**config.mk**
```make
export PLATFORM = sky130hd
export DESIGN_NAME = mac_alu
export DESIGN_NICKNAME = d
export VERILOG_FILES = /design/src/rtl/mac_alu_pkg.sv /design/src/rtl/mac_alu_dec.sv /design/src/rtl/mac_alu_arith.sv /design/src/rtl/mac_alu_logic.sv /design/src/rtl/mac_alu.sv
export SDC_FILE = /design/constraint.sdc
export NUM_CORES = 1
export LEC_CHECK = 0
export ABC_CLOCK_PERIOD_IN_PS = 5800
export BUFFER_PORTS_ARGS = -buffer_cell sky130_fd_sc_hd__buf_2
export CORE_MARGIN = 10
export CORE_UTILIZATION = 39
export CTS_BUF_LIST = sky130_fd_sc_hd__clkbuf_2
export CTS_CLUSTER_SIZE = 10
export DETAILED_ROUTE_END_ITERATION = 10
export GPL_TIMING_DRIVEN = 0
export PLACE_DENSITY = 0.7
export SLEW_MARGIN = 10
export SYNTH_ARGS = -nofsm -noshare
export SYNTH_HDL_FRONTEND = slang
export SYNTH_HIERARCHICAL = 1
export SYNTH_SLANG_ARGS = --single-unit
export TNS_END_PERCENT = 5
```
**constraint.sdc**
```tcl
create_clock -name clk -period 5.8 [get_ports clk]
set_clock_uncertainty 0.05 [all_clocks]
set_input_delay 0.87 -clock clk [delete_from_list [all_inputs] [get_ports clk]]
set_output_delay 0.87 -clock clk [all_outputs]
set_load 0.05 [all_outputs]
```
**src/rtl/mac_alu_pkg.sv**
```systemverilog
package mac_alu_pkg;

    typedef enum logic [4:0] {
        OP_ADD  = 5'd0,
        OP_ADC  = 5'd1,
        OP_SUB  = 5'd2,
        OP_SBB  = 5'd3,
        OP_XOR  = 5'd8,
        OP_OR   = 5'd9,
        OP_AND  = 5'd10,
        OP_ANDN = 5'd11,
        OP_NAND = 5'd12
    } alu_op_e;

    typedef enum logic [1:0] {
        CLS_ARITH = 2'd0,
        CLS_LOGIC = 2'd1,
        CLS_BAD   = 2'd2
    } op_class_e;

    typedef enum logic [2:0] {
        LG_XOR  = 3'd0,
        LG_OR   = 3'd1,
        LG_AND  = 3'd2,
        LG_ANDN = 3'd3,
        LG_NAND = 3'd4
    } logic_fn_e;

    typedef struct packed {
        op_class_e cls;
        logic      invert_b;   // subtract: add ones' complement of b
        logic      use_carry;  // inject flag as carry-in
        logic      const_in;   // fixed carry-in when flag not used
        logic_fn_e lfn;
    } dec_t;

endpackage

```
**src/rtl/mac_alu_dec.sv**
```systemverilog
module mac_alu_dec
    import mac_alu_pkg::*;
(
    input  logic [4:0] op,
    output dec_t       dec
);
    always_comb begin
        dec = '{cls: CLS_BAD, invert_b: 1'b0, use_carry: 1'b0,
                const_in: 1'b0, lfn: LG_XOR};
        case (op)
            OP_ADD:  dec.cls = CLS_ARITH;
            OP_ADC:  begin dec.cls = CLS_ARITH; dec.use_carry = 1'b1; end
            OP_SUB:  begin dec.cls = CLS_ARITH; dec.invert_b = 1'b1; dec.const_in = 1'b1; end
            OP_SBB:  begin dec.cls = CLS_ARITH; dec.invert_b = 1'b1; dec.use_carry = 1'b1; end
            OP_XOR:  begin dec.cls = CLS_LOGIC; dec.lfn = LG_XOR;  end
            OP_OR:   begin dec.cls = CLS_LOGIC; dec.lfn = LG_OR;   end
            OP_AND:  begin dec.cls = CLS_LOGIC; dec.lfn = LG_AND;  end
            OP_ANDN: begin dec.cls = CLS_LOGIC; dec.lfn = LG_ANDN; end
            OP_NAND: begin dec.cls = CLS_LOGIC; dec.lfn = LG_NAND; end
            default: dec.cls = CLS_BAD;
        endcase
    end
endmodule

```
**src/rtl/mac_alu_arith.sv**
```systemverilog
module mac_alu_arith #(
    parameter int W = 32
) (
    input  logic [W-1:0] a,
    input  logic [W-1:0] b,
    input  logic         invert_b,
    input  logic         cin,
    output logic [W-1:0] sum,
    output logic         cout
);
    localparam int SW = W + 1;

    logic [W-1:0]  b_eff;
    logic [SW-1:0] total;

    // Subtraction as a + ~b + cin: cout is then "no borrow".
    always_comb begin
        b_eff = invert_b ? ~b : b;
        total = {1'b0, a} + {1'b0, b_eff} + {{W{1'b0}}, cin};
        sum   = total[W-1:0];
        cout  = total[W];
    end
endmodule

```
**src/rtl/mac_alu_logic.sv**
```systemverilog
module mac_alu_logic
    import mac_alu_pkg::*;
#(
    parameter int W = 32
) (
    input  logic [W-1:0] a,
    input  logic [W-1:0] b,
    input  logic_fn_e    lfn,
    output logic [W-1:0] res
);
    for (genvar i = 0; i < W; i++) begin : g_bit
        always_comb begin
            case (lfn)
                LG_XOR:  res[i] = a[i] ^ b[i];
                LG_OR:   res[i] = a[i] | b[i];
                LG_AND:  res[i] = a[i] & b[i];
                LG_ANDN: res[i] = a[i] & ~b[i];
                LG_NAND: res[i] = ~(a[i] & b[i]);
                default: res[i] = 1'b0;
            endcase
        end
    end
endmodule

```
**src/rtl/mac_alu.sv**
```systemverilog
module mac_alu
    import mac_alu_pkg::*;
#(
    parameter int W = 32
) (
    input  logic         clk,
    input  logic         rst_n,
    input  logic         clr,
    input  logic         en,
    input  logic [4:0]   op,
    input  logic [W-1:0] a,
    input  logic [W-1:0] b,
    output logic [W-1:0] y,
    output logic         carry,
    output logic         bad_op
);
    typedef struct packed {
        logic carry;
    } state_t;

    state_t       st_d, st_q;
    dec_t         dec;
    logic [W-1:0] arith_sum;
    logic [W-1:0] logic_res;
    logic         arith_cout;
    logic         cin;

    mac_alu_dec u_dec (
        .op  (op),
        .dec (dec)
    );

    mac_alu_arith #(.W(W)) u_arith (
        .a        (a),
        .b        (b),
        .invert_b (dec.invert_b),
        .cin      (cin),
        .sum      (arith_sum),
        .cout     (arith_cout)
    );

    mac_alu_logic #(.W(W)) u_logic (
        .a   (a),
        .b   (b),
        .lfn (dec.lfn),
        .res (logic_res)
    );

    always_comb begin
        st_d   = st_q;
        cin    = dec.use_carry ? st_q.carry : dec.const_in;
        y      = '0;
        bad_op = 1'b0;
        case (dec.cls)
            CLS_ARITH: y = arith_sum;
            CLS_LOGIC: y = logic_res;
            default: begin
                y      = '0;
                bad_op = en;
            end
        endcase
        if (clr) begin
            st_d.carry = 1'b0;
        end else if (en && dec.cls == CLS_ARITH) begin
            st_d.carry = arith_cout;
        end
    end

    always_ff @(posedge clk or negedge rst_n) begin
        if (!rst_n) begin
            st_q <= '0;
        end else begin
            st_q <= st_d;
        end
    end

    assign carry = st_q.carry;

endmodule

```
# Yosys cells after proc, flatten, opt, wreduce, memory -nomap -nowiden
# Index checks and enable logic that the tools add are counted.
[word_totals]
register_bits = 1
word_cells = 262
[op_classes]
n_eq_ne = 13
reduce_logical = 10
bitwise_logic = 193
n_mux = 43
addsub = 2
[ops]
columns = ["op", "n"]
rows = [
  ["1-bit case mux with 5 select lines", 32],
  ["1-bit AND", 64],
  ["1-bit NOT", 64],
  ["32-bit case mux with 2 select lines", 1],
  ["32-bit by 32-bit adder with 33-bit output", 1],
  ["33-bit by 1-bit adder with 33-bit output", 1],
  ["32-bit two-way mux", 1],
  ["32-bit NOT", 1],
  ["1-bit OR", 32],
  ["1-bit XOR", 32],
  ["5-bit by 4-bit equality test with 1-bit output, second input constant", 5],
  ["3-bit case mux with 4 select lines", 1],
  ["5-bit by 2-bit equality test with 1-bit output, second input constant", 2],
  ["1-bit two-way mux", 7],
  ["3-bit by 2-bit equality test with 1-bit output, second input constant", 2],
  ["2-bit OR reduction", 3],
  ["5-bit by 1-bit equality test with 1-bit output, second input constant", 1],
  ["5-bit zero test", 1],
  ["5-bit OR reduction", 1],
  ["2-bit case mux with 2 select lines", 1],
  ["4-bit OR reduction", 1],
  ["3-bit by 1-bit equality test with 1-bit output, second input constant", 1],
  ["3-bit equality test, second input constant", 1],
  ["3-bit zero test", 1],
  ["4 further kinds", 4],
]

# Logic depth before layout (Yosys ltp)
# Gate-level depths: netlist of run 1.
[depth]
ltp_word = 8
ltp_mapped = 15

# Modules after synthesis
# The synthesis of run 1 kept the hierarchy.
[modules_own_cells]
columns = ["module", "area_per_inst_um2", "seq_area_each_um2", "instances", "cells_per_inst"]
rows = [
  ["mac_alu_logic", 2733.9, 0.0, 1, 321],
  ["mac_alu_arith", 2039.5, 0.0, 1, 276],
  ["mac_alu", 608.1, 25.0, 1, 79],
  ["mac_alu_dec", 83.8, 0.0, 1, 12],
]

# Worst setup path after synthesis of run 1
# No wires, ideal clock.
[synth_path]
kind = "input to output"
start = "input port op[4]"
end = "output port y[20]"
path_stages = 15
setup_slack_ns = 0.165
arrival_time_ns = 4.715
t_required_ns = 4.880
cell_sequence = "nor4b_2 -> clkbuf_1 -> buf_1 -> xnor2_1 -> fa_1 -> fa_1 -> nor2b_4 -> o31ai_2 -> a311oi_4 -> a311o_1 -> nand2_1 -> o21ai_0 -> xor2_1 -> mux2i_1 -> nor2_1"
[synth_between]
elab_chain_cells = 7
word_cells_on_any_way = 31
classes_between = "2 x add/sub; 13 x eq/ne; 9 x mux; 7 x reduce/logical"
[synth_lines]
columns = ["element", "line_no", "text"]
rows = [
  ["start: declaration", "mac_alu.sv:10", "input logic [4:0] op,"],
  ["5-bit by 2-bit equality test with 1-bit output", "mac_alu_dec.sv:10", "case (op)"],
  ["2-bit OR reduction (no line)", "--", ""],
  ["1-bit two-way mux", "mac_alu_dec.sv:10", ""],
  ["32-bit two-way mux", "mac_alu_arith.sv:18", "b_eff = invert_b ? ~b : b;"],
  ["32-bit by 32-bit adder with 33-bit output", "mac_alu_arith.sv:19", "total = {1'b0, a} + {1'b0, b_eff} + {{W{1'b0}}, cin};"],
  ["33-bit by 1-bit adder with 33-bit output (*)", "mac_alu_arith.sv:19", ""],
  ["via arith_sum[20]", "mac_alu.sv:23", "logic [W-1:0] arith_sum;"],
  ["32-bit case mux with 2 select lines (*)", "mac_alu.sv:54", "case (dec.cls)"],
  ["end: declaration", "mac_alu.sv:13", "output logic [W-1:0] y,"],
]
# Mark *: on every way through the listed nets, which the timed path passes. The rest lies on a longest branch.

==> results of run 1 <==
power by group through the flow:
stage / sequential, mW / clock, mW / combinational, mW
finish: 0.00760 / 0.0000000694 / 0.666
CTS: 0.00762 / 0 / 0.665
global placement: 0.00760 / 0 / 0.653
global route: 0.00765 / 0.0000000230 / 0.742
detailed placement: 0.00762 / 0 / 0.662
floorplan: 0.00853 / 0 / 0.501
timing repair:
| item | 4_1_cts | 5_1_grt |
|---|---|---|
| cloned | 0 | 0 |
| endpoints found under the setup margin | 17 | 10 |
| gates resized for setup | 4 | 6 |
| pin swaps | 0 | 1 |
| buffers inserted | 0 | 2 |
logic make-up (layout without fill, tap and decap cells):
group	after synthesis	count (layout)	share of synthesized area (%)
other cells	0	3	0
simple gates	162	162	14.3
xor+xnor	57	57	9.13
compound gates	160	160	24.0
fa+ha+maj	129	129	29.8
flops	1	1	0.458
mux	68	68	12.6
buf+inv	111	219	9.62
area by class of cell:
class                   count  area, sq um
fillers                  1453         7570
multi-input cells         576         4910
repair buffers            108          551
inverters                  72          270
plain buffers              39          267
well taps                 180          225
flip-flops and latches      1         25.0
diodes                      3         7.51
final timing paths:
| path | start | endpoint | slack (ns) | depth (start not counted) |
|---|---|---|---|---|
| worst min register to register | carry$_DFFE_PN0P_ | carry$_DFFE_PN0P_ | 0.52 | 2 |
| worst max register to register | carry$_DFFE_PN0P_ | carry$_DFFE_PN0P_ | 2.51 | 13 |
| min in group asynchronous | rst_n | carry$_DFFE_PN0P_ | 0.59 | 1 |
| max in group asynchronous | rst_n | carry$_DFFE_PN0P_ | 5.02 | 1 |
| worst max-delay path | op[4] | y[20] | 0.27 | 17 |
| worst min-delay path | carry$_DFFE_PN0P_ | carry$_DFFE_PN0P_ | 0.52 | 2 |
layer usage:
metal	vias to the layer above	routed length, um	GRT usage, %
met1	2437	7220	20.2
met3	6	683	1.82
met4	0	69	0.777
li1	2648	-	-
met2	108	7410	27.2
met5	-	0	0
cells in the final DEF, fill, tap and decap left out, drive strengths merged, types with 6 or more instances in the layout:
cell    synthesis  layout
a21o            7       7
a21oi          34      34
buf            30     136
clkbuf          9      11
ha            127     127
inv            72      72
mux2            7       7
mux2i          61      61
nand2          46      46
nand2b         10      10
nand3           6       6
nand4           6       6
nor2           59      59
nor2b           9       9
o211ai         22      22
o21ai          23      23
o221ai         24      24
o22a            7       7
o22ai           8       8
xnor2          14      14
xor2           43      43
worst max-delay path, delay by kind of cell:
family | cells | cell delay, ns
AOI/OAI and AO/OA | 4 | 0.99
adders and majority gates | 2 | 0.89
buffers and inverters | 4 | 0.83
and+or+nand+nor | 4 | 0.67
xor gates and xnor gates | 2 | 0.27
muxes | 1 | 0.08
metrics by stage:
stage	std cells	util [%]	hold WS (ns)
5_1_grt	977	45.2	0.552
2_1_floorplan	688	-	0.524
6_report	979	45.3	0.517
4_1_cts	974	45.0	0.526
3_3_place_gp	974	45.0	0.515
3_5_place_dp	974	45.0	0.524
==> reports/qor.yml, run 1 <==
ys.warnings.count: 6
drt_iter0_drc: 376
vias_per_cell: 5.31
cp_slowest_stage_delay_ns: 0.46
netlist_area_sq_um: 5470
coreArea_sq_um: 13800
tightest_slew_ns: 0.628
wl_per_cell_um: 15.7
area_growth_pct: 14.5
worst_setup_path_start_kind: "primary input"
required_ns: 4.88
fin_crit_sh_pct: 95.4
power_switching_mw: 0.408
dpl.hpwl_mm: 12.8
grt_antenna_before_repair: 2
hold_viol_final: 0
layout-drive-gt1-share_pct: 22.7
start_util_pct: 39.5
synthTopCellsByArea: "ha_1, mux2i_1, xor2_1"
grt_pass1_vias: 5408
grt_max_degree: 11
setup_ws_ns: 0.267
path_max_fanout: 10
insertion_delay_ns: 0
post-place-ws_ns: -0.426
grt_util_all_layers_pct: 15.4
yosysUniqueCellTypes: 69
p_clk_share_pct: 0
max_freq_mhz: 181
drv_cap: 0
largest_reg_flops: 1
port-buffer-count: 106
die_w_um: 138
cp_common_cell: "fa_1"
rsz0062_at_grt: "false"
yosysMostFrequentCell: "ha_1"
route.detailed.drc: 0
cts.clk_slew.worst_paths_ns: 0
ir_drop_v: 0.0000632
synth.top_cells.by_count: "ha_1, inv_1, mux2i_1"
synthCells: 688
synthFlopType: "dfrtp_1"
power_frac_seq_pct: 1.1
critPathCaptureType: "output pin"
path_cells: "buf_2 -> nor4b_2 -> clkbuf_2 -> buf_6 -> xnor2_1 -> fa_1 -> fa_1 -> nor2b_4 -> o31ai_2 -> a311oi_4 -> a311o_1 -> nand2_1 -> o21ai_0 -> xor2_1 -> mux2i_1 -> nor2_1 -> clkbuf_4"
slew_violations: 0
die_area_sq_um: 19100
combPwrFrac_pct: 98.9
worstPathArrival_ns: 4.61
finalInstanceArea_sq_um: 6260
ys_ff_latch: 1
synth.avg_cell_area_sq_um: 7.94
switching_share_pct: 60.5
ios: 107
yosysSeqAreaShare_pct: 0.458
detailed_place.area_sq_um: 6220
setup_viol: 0
slowest_stage: "fa_1"
vias: 5199
async_reset_ff_share_pct: 100
status: "completed"
synth_edf_count: 0
ant_nets: 0
fp.dieH_um: 138
p_total_mw: 0.674
dr.pass1.iters: 4
power_per_cell_area_nw_per_um2: 108
path_class: "in2out"
relSlewSlack_pct: 58.1
synth.top_cell.area_share_pct: 29.1
timing.final.crit_period_ns: 5.53
p_int_mw: 0.266
nets: 1000
gp_congestion: 0.892
grt_pass1_wl_mm: 26.2
hp-class: "reg2reg"
leakagePower_nw: 3.12
overflow: 0
drt_wl_total_mm: 15.4
cts_hold_buf: 0
finalSetupTns_ns: 0
row_count: 43
yosys.area.top_type: "ha_1"
synth_fp_nets: 890
(Power assumes the default switching activity.)
==> inputs of run 2 (changes only) <==
- REMOVE_ABC_BUFFERS: unset -> 1
==> reports/qor.yml, run 2 (synthesis results as in run 1) <==
status: "completed"
cts_resized: 0
p_int_mw: 0.263
leakagePower_nw: 3.05
wl_per_cell_um: 15.1
relSlewSlack_pct: 42.6
hold_slack_ns: 0.521
ios: 107
drt_wl_total_mm: 14.3
start_util_pct: 39.5
port-buffer-count: 106
setup_viol: 0
rsz0062_at_grt: "false"
power_per_cell_area_nw_per_um2: 108
ir_drop_v: 0.0000652
max_freq_mhz: 180
grt_antenna_before_repair: 0
ant_nets: 0
fillers: 1428
vias: 5025
gp_congestion: 0.868
layout-drive-gt1-share_pct: 21.4
power_switching_mw: 0.405
p_clk_share_pct: 0
path_class: "in2out"
drt_iter0_drc: 202
route.detailed.drc: 0
die_area_sq_um: 19100
combPwrFrac_pct: 98.9
slowest_stage: "fa_1"
critPathCaptureType: "output pin"
insertion_delay_ns: 0
grt_util_all_layers_pct: 13.9
layout_common_cells: "ha_1, buf_2, inv_1"
grt_max_degree: 64
worstPathArrival_ns: 4.63
largest_reg_flops: 1
grt_pass1_wl_mm: 23.9
required_ns: 4.88
fin_crit_sh_pct: 95.6
hold_viol_final: 0
stdcell_count: 946
grt_pass1_vias: 5073
dr.pass1.iters: 4
detailed_place.area_sq_um: 6160
switching_share_pct: 60.6
vias_per_cell: 5.31
die_w_um: 138
area_growth_pct: 13.2
n_antenna_cell: 0
p_total_mw: 0.668
dpl.hpwl_mm: 11.7
hp-class: "reg2reg"
timing.final.crit_period_ns: 5.55
finalInstanceArea_sq_um: 6190
overflow: 0
coreArea_sq_um: 13800
power_frac_seq_pct: 1.1
nets: 970
path_max_fanout: 8
cp_slowest_stage_delay_ns: 0.45
drv_cap: 0
final_common_cell: "ha_1"
slew_violations: 0
cts.clk_slew.worst_paths_ns: 0
worst_setup_path_start_kind: "primary input"
fp.dieH_um: 138
path_cells: "buf_2 -> nor4b_4 -> buf_6 -> and2b_2 -> mux2_2 -> inv_1 -> fa_1 -> fa_1 -> nor2b_4 -> o31ai_2 -> a311oi_4 -> a311o_1 -> nand2_1 -> o21ai_0 -> xor2_1 -> mux2i_1 -> nor2_1 -> buf_2"
place_inst: 943
row_count: 43
tightest_slew_ns: 0.859
finalSetupTns_ns: 0
[run 2: changes by cell type in the layout (fill, tap and decap cells not counted), sizes merged]
cell / change
buf: -19
clkbuf: -11
diode: -3
[run 2: power groups by stage]
stage / clock network [mW] / logic [mW] / registers, mW
2_1_floorplan: 0 / 0.490 / 0.00853
3_3_place_gp: 0 / 0.644 / 0.00763
3_5_place_dp: 0 / 0.659 / 0.00762
4_1_cts: 0 / 0.661 / 0.00763
5_1_grt: 0 / 0.731 / 0.00763
6_report: 0 / 0.660 / 0.00762
[run 2: what timing repair did]
item,CTS,global route
buffers inserted,1,2
endpoints found under the setup margin,9,2
hold buffers,0,0
pin swaps,1,1
[run 2: critical path, delay by kind of cell]
kind / cells / cell delay [ns]
compound gates: 4 / 1.03
xor+xnor: 1 / 0.18
fa+ha+maj: 2 / 0.87
buf+inv: 4 / 0.64
mux: 2 / 0.23
simple gates: 5 / 0.78
[run 2: metrics by stage]
stage	utilization [%]	worst slack (ns)
finish	44.7	0.255
detailed placement	44.6	-0.260
global placement	43.1	-3.34
CTS	44.6	0.170
global route	44.7	0.0129
floorplan	-	-1.90
[run 2: per-layer routing]
metal	routed length (um)	GRT usage, %	vias to the layer above
li1	-	-	2586
met1	6700	17.9	2314
met2	6650	24.9	116
met3	777	1.47	9
met4	133	1.28	0
met5	0	0	-
[run 2: final timing paths]
path / start / to / slack [ns] / depth (start not counted)
setup reg to reg: carry$_DFFE_PN0P_ / carry$_DFFE_PN0P_ / 2.49 / 13
min in group asynchronous: rst_n / carry$_DFFE_PN0P_ / 0.60 / 1
hold / removal: carry$_DFFE_PN0P_ / carry$_DFFE_PN0P_ / 0.52 / 2
setup / recovery: op[3] / y[20] / 0.25 / 18
max in group asynchronous: rst_n / carry$_DFFE_PN0P_ / 5.02 / 1
hold reg to reg: carry$_DFFE_PN0P_ / carry$_DFFE_PN0P_ / 0.52 / 2
[run 2: cell type report]
| cell class | instances | area (sq um) | area share, % |
|---|---|---|---|
| Inverter | 72 | 270 | 4.37 |
| Multi-Input combinational cell | 576 | 4950 | 80.0 |
| Sequential cell | 1 | 25.0 | 0.405 |
| Tap cell | 180 | 225 | 3.64 |
| Timing Repair Buffer | 117 | 717 | 11.6 |
